<file path="src/rtl/csel_pkg.sv">
package csel_pkg;

    typedef struct packed {
        logic [1:0] op0;
        logic [2:0] op1;
        logic [3:0] crn;
        logic [3:0] crm;
        logic [2:0] op2;
    } sysreg_enc_t;

    localparam sysreg_enc_t CSEL_ENC = '{
        op0: 2'b11, op1: 3'b010, crn: 4'b0000, crm: 4'b0000, op2: 3'b000
    };

    typedef enum logic [1:0] {
        ACT_NONE,
        ACT_DO,
        ACT_UNDEF,
        ACT_TRAP
    } access_act_t;

    localparam logic [5:0] TRAP_CLASS_SYSREG = 6'h18;
    localparam int         FIELD_W           = 5;

    typedef struct packed {
        logic       tag;
        logic [2:0] level;
        logic       instr;
    } csel_fields_t;

    function automatic csel_fields_t pack_write(input logic [FIELD_W-1:0] raw,
                                                input logic tag_en);
        csel_fields_t f;
        f.instr = raw[0];
        f.level = raw[3:1];
        f.tag   = raw[4] & tag_en & ~raw[0];
        return f;
    endfunction

endpackage

</file>
<file path="src/rtl/csel_decode.sv">
module csel_decode
    import csel_pkg::*;
(
    input  sysreg_enc_t enc,
    input  logic [1:0]  el,
    input  logic        hyp_en,
    input  logic        hyp_64,
    input  logic        tid2,
    input  logic        tid4,
    output access_act_t act
);

    logic trap_cond;
    assign trap_cond = hyp_en & hyp_64 & (tid2 | tid4);

    always_comb begin
        if (enc != CSEL_ENC) begin
            act = ACT_NONE;
        end else begin
            case (el)
                2'd0:    act = ACT_UNDEF;
                2'd1:    act = trap_cond ? ACT_TRAP : ACT_DO;
                default: act = ACT_DO;
            endcase
        end
    end

endmodule

</file>
<file path="src/rtl/csel_store.sv">
module csel_store
    import csel_pkg::*;
#(
    parameter int DATA_W    = 64,
    parameter int MAX_LEVEL = 3,
    parameter bit TAG_EN    = 1'b1
) (
    input  logic               clk,
    input  logic               rst,
    input  logic               wr_en,
    input  logic [FIELD_W-1:0] wr_raw,
    output logic [DATA_W-1:0]  rd_view
);

    localparam logic [3:0] LVL_LIMIT = 4'(MAX_LEVEL);
    localparam int         PAD_W     = DATA_W - FIELD_W;

    csel_fields_t cur;
    logic         lvl_ok;

    always_ff @(posedge clk) begin
        if (rst) begin
            cur <= '0;
        end else if (wr_en) begin
            cur <= pack_write(wr_raw, TAG_EN);
        end
    end

    assign lvl_ok  = {1'b0, cur.level} < LVL_LIMIT;
    assign rd_view = lvl_ok ? {{PAD_W{1'b0}}, cur} : '0;

endmodule

</file>
<file path="src/rtl/csel_reg.sv">
module csel_reg
    import csel_pkg::*;
#(
    parameter int DATA_W    = 64,
    parameter int MAX_LEVEL = 3,
    parameter bit TAG_EN    = 1'b1
) (
    input  logic              clk,
    input  logic              rst,
    input  logic              req_valid,
    output logic              req_ready,
    input  logic              req_write,
    input  logic [1:0]        req_op0,
    input  logic [2:0]        req_op1,
    input  logic [3:0]        req_crn,
    input  logic [3:0]        req_crm,
    input  logic [2:0]        req_op2,
    input  logic [1:0]        req_el,
    input  logic [DATA_W-1:0] req_wdata,
    input  logic              hyp_en,
    input  logic              hyp_64,
    input  logic              tid2,
    input  logic              tid4,
    output logic              rsp_valid,
    output logic [DATA_W-1:0] rsp_rdata,
    output logic              rsp_undef,
    output logic              rsp_trap,
    output logic [5:0]        rsp_class
);

    sysreg_enc_t       enc;
    access_act_t       act;
    logic              accept;
    logic              wr_en;
    logic [DATA_W-1:0] view;
    logic              unused_wdata_hi;

    assign enc             = '{op0: req_op0, op1: req_op1, crn: req_crn,
                               crm: req_crm, op2: req_op2};
    assign req_ready       = ~rst;
    assign accept          = req_valid & req_ready;
    assign wr_en           = accept & req_write & (act == ACT_DO);
    assign unused_wdata_hi = ^req_wdata[DATA_W-1:FIELD_W];

    csel_decode u_decode (
        .enc    (enc),
        .el     (req_el),
        .hyp_en (hyp_en),
        .hyp_64 (hyp_64),
        .tid2   (tid2),
        .tid4   (tid4),
        .act    (act)
    );

    csel_store #(
        .DATA_W    (DATA_W),
        .MAX_LEVEL (MAX_LEVEL),
        .TAG_EN    (TAG_EN)
    ) u_store (
        .clk     (clk),
        .rst     (rst),
        .wr_en   (wr_en),
        .wr_raw  (req_wdata[FIELD_W-1:0]),
        .rd_view (view)
    );

    always_ff @(posedge clk) begin
        if (rst) begin
            rsp_valid <= 1'b0;
            rsp_undef <= 1'b0;
            rsp_trap  <= 1'b0;
            rsp_class <= '0;
            rsp_rdata <= '0;
        end else begin
            rsp_valid <= accept;
            rsp_undef <= accept && (act == ACT_UNDEF);
            rsp_trap  <= accept && (act == ACT_TRAP);
            rsp_class <= (accept && (act == ACT_TRAP)) ? TRAP_CLASS_SYSREG : 6'd0;
            rsp_rdata <= (accept && !req_write && (act == ACT_DO)) ? view : '0;
        end
    end

endmodule

</file>
<file path="config.mk">
export PLATFORM = sky130hd
export DESIGN_NAME = csel_reg
export DESIGN_NICKNAME = d
export VERILOG_FILES = /design/src/rtl/csel_pkg.sv /design/src/rtl/csel_decode.sv /design/src/rtl/csel_store.sv /design/src/rtl/csel_reg.sv
export SDC_FILE = /design/constraint.sdc
export NUM_CORES = 1
export LEC_CHECK = 0
export BUFFER_PORTS_ARGS = -buffer_cell sky130_fd_sc_hd__buf_4
export CORE_ASPECT_RATIO = 1.1
export CORE_MARGIN = 5
export CORE_UTILIZATION = 28
export DETAILED_ROUTE_END_ITERATION = 8
export GPL_TIMING_DRIVEN = 0
export PLACE_DENSITY_LB_ADDON = 0.2
export SLEW_MARGIN = 20
export SYNTH_ARGS = -nofsm -noshare
export SYNTH_HDL_FRONTEND = slang
export SYNTH_SLANG_ARGS = --single-unit
</file>
<file path="constraint.sdc">
create_clock -name clk -period 2 [get_ports clk]
set_input_delay 0.6 -clock clk [delete_from_list [all_inputs] [get_ports clk]]
set_output_delay 0.6 -clock clk [all_outputs]
set_load 0.01 [all_outputs]
</file>
==> flow_metrics.env <==
export IMPL_outcome="completed"
export IMPL_finalMaxSlewViolations=0
export IMPL_tightestPinTransition_ns=0.508
export IMPL_post_synth_num_cell_types=21
export IMPL_fmax_mhz=568
export IMPL_switching_share_pct=25.9
export IMPL_dpl_cell_count=269
export IMPL_end_kind="output port"
export IMPL_clk_latency_ns=0.24
export IMPL_hold_depth=1
export IMPL_post_dp_cell_area_um2=1630
export IMPL_syn_to_final_growth_pct=63.5
export IMPL_avgSynthCellArea_um2=8.92
export IMPL_nets=314
export IMPL_grt_pass1_wl_um=3140
export IMPL_fin_ws_ns=0.239
export IMPL_core_um2=3600
export IMPL_post_cts_buffers=0
export IMPL_rsz0062_at_grt="no"
export IMPL_cts_hold_buf=0
export IMPL_post_dp_hpwl_um=2070
export IMPL_hp_class="reg2reg"
export IMPL_ys_ff_latch=13
export IMPL_setup_violations=0
export IMPL_multi_input_area_um2=510
export IMPL_grt_pass1_vias=820
export IMPL_post_route_period_util_pct=88.1
export IMPL_cp_required_ns=1.40
export IMPL_vias=863
export IMPL_async_flop_share_pct=0
export IMPL_htree_num_levels=1
export IMPL_cts_root_buffer="clkbuf_8"
export IMPL_top_layer="met4"
export IMPL_cts_resized=0
export IMPL_grt_max_degree=11
export IMPL_min_from="u_store.cur[4]"
export IMPL_gp_congestion=0.650
export IMPL_synthTopCellsByCount="65 x buf_4, 13 x dfxtp_1, 10 x nand2_1, 5 x mux2i_1, 4 x and2_1"
export IMPL_cellLeakagePower_uw=0.000964
export IMPL_ir_worst_vdd_v=0.000259
export IMPL_clkPwrFrac_pct=31.9
export IMPL_initial_utilization_pct=28.5
export IMPL_p_seq_share_pct=36.7
export IMPL_rr_worst_depth=3
export IMPL_synth_top_area_cell="buf_4"
export IMPL_drive_above_1_share_pct=52.0
export IMPL_grt_usage_pct=7.92
export IMPL_dieArea_um2=4980
export IMPL_seq_area_frac_synth_pct=25.4
export IMPL_final_cells=273
export IMPL_internal_power_uw=529
export IMPL_fin_crit_ns=1.76
export IMPL_regToRegStartpoint="u_store.cur[2]"
export IMPL_finalPower_uw=714
export IMPL_finalClockSkew_ns=0.00387
export IMPL_drv_cap=0
export IMPL_met1_length_um=875
export IMPL_placementRows=23
export IMPL_dieWidth_um=67.7
export IMPL_clk_path_buf_depth=2
export IMPL_path_max_fanout=10
export IMPL_synth_flop_cell="dfxtp_1"
export IMPL_dr_wl_met3_um=431
export IMPL_synth_warnings=0
export IMPL_cts_made_buffers=3
export IMPL_p_comb_share_pct=31.4
export IMPL_fp_dieH_um=73.5
export IMPL_ant_nets=0
export IMPL_drt_initial_drc_count=49
export IMPL_p_sw_uw=185
export IMPL_crit_type="in2out"
export IMPL_cp_data_arrival_time_ns=1.16
export IMPL_vias_per_cell=3.16
export IMPL_power_density_nw_per_um2=425
export IMPL_pre_cts_ws_ns=-0.00300
export IMPL_syn_area_um2=1030
export IMPL_cts_tree="yes"
export IMPL_maxSlewHeadroom_pct=65.8
export IMPL_start_kind="input port"
export IMPL_wl_per_cell_um=8.16
export IMPL_holdPathEnd="rsp_rdata[4]"
export IMPL_ios=164
export IMPL_clkTransAtPathRegs_ns=0.05
export IMPL_finalHoldViolCount=0
export IMPL_synth_edf_count=0
export IMPL_overflow=0
export IMPL_clock_sinks=13
export IMPL_r2r_end="rsp_rdata[1]"
export IMPL_synth_most_common_cell="buf_4"
export IMPL_synth_cells=115
export IMPL_met2WireLength_um=906
export IMPL_stdcell_area_um2=1680
export IMPL_drc=0
export IMPL_drt_first_pass_iters=2
export IMPL_synth_area_top_cells="buf_4 48%, dfxtp_1 25%, mux2i_1 4.9%, nand2_1 3.7%, nor4b_2 2.9%"
export IMPL_drt_wl_total_um=2230
export IMPL_layout_area_seq_um2=260
export IMPL_fillers=364
export IMPL_yosys_area_top_type_share_pct=47.6
export IMPL_port_buffers=41
export IMPL_antenna_found_initial=0
export IMPL_num_antenna_cells=0
export IMPL_ff2ff_setup_slack_ns=0.75
[state kept, by name, indices dropped and copies added, names as in the netlist]
signal       count
rsp_undef        1
rsp_rdata        5
u_store.cur      5
rsp_class        1
rsp_valid        1
[cell families after synthesis]
group | count (synthesis) | synth area share (%)
AO/OA/AOI/OAI | 3 | 2.07
buffers and inverters | 66 | 47.9
flip-flops | 13 | 25.4
multiplexers | 5 | 4.88
other | 1 | 0.366
AND/OR/NAND/NOR | 27 | 19.4
[metrics by stage]
stage                     hold slack, ns  setup TNS (ns)  utilization [%]
after floorplan                    0.430               0                -
after global placement             0.439         -0.0736             45.4
after detailed placement           0.444        -0.00683             45.4
after CTS                          0.456               0             46.6
after global routing               0.483               0             46.6
final                              0.450               0             46.6
[worst max-delay path by stage]
stage | from | end | depth (start not counted) | slack, ns
6_report | rst | req_ready | 3 | 0.24
5_1_grt | req_crm[0] | rsp_rdata[2] | 5 | 0.05
4_1_cts | rst | req_ready | 3 | 0.22
3_5_place_dp | req_crn[0] | u_store.cur[3] | 5 | -0.003
3_3_place_gp | req_crn[0] | u_store.cur[2] | 5 | -0.02
2_1_floorplan | req_crn[0] | u_store.cur[0] | 4 | 0.25
[layer usage]
layer  vias up  GRT usage (%)
met1       328           9.24
met2        76           12.6
met3         4           4.13
met4         0           2.03
li1        455              -
met5         -              0
[cell type report]
type	instances	area share (%)
inverters	1	0.224
well taps	50	3.73
flip-flops and latches	13	15.5
repair buffers	41	18.3
multi-input cells	99	30.4
plain buffers	65	29.1
clock buffers	4	2.68
[critical path: stages]
cell      delay [ns]
buf_4           0.09
clkinv_1        0.23
buf_4           0.24
[placed cells by master, fill, tap and decap left out, types with 2 or more instances in the layout]
| cell | synthesis | final |
|---|---|---|
| mux2i_1 | 5 | 5 |
| clkbuf_8 | 0 | 3 |
| conb_1 | 1 | 64 |
| nor4b_2 | 2 | 2 |
| nor2_1 | 2 | 2 |
| and2_1 | 4 | 4 |
| nand2_1 | 10 | 10 |
| buf_4 | 65 | 106 |
| dfxtp_1 | 13 | 13 |
[power by group through the flow]
stage / combinational [uW] / clock [uW] / sequential [uW]
2_1_floorplan: 158 / 0 / 269
3_3_place_gp: 216 / 0 / 267
3_5_place_dp: 217 / 0 / 267
4_1_cts: 217 / 232 / 262
5_1_grt: 247 / 246 / 262
6_report: 224 / 228 / 262
Note: power is estimated with default switching activity, not from simulation.
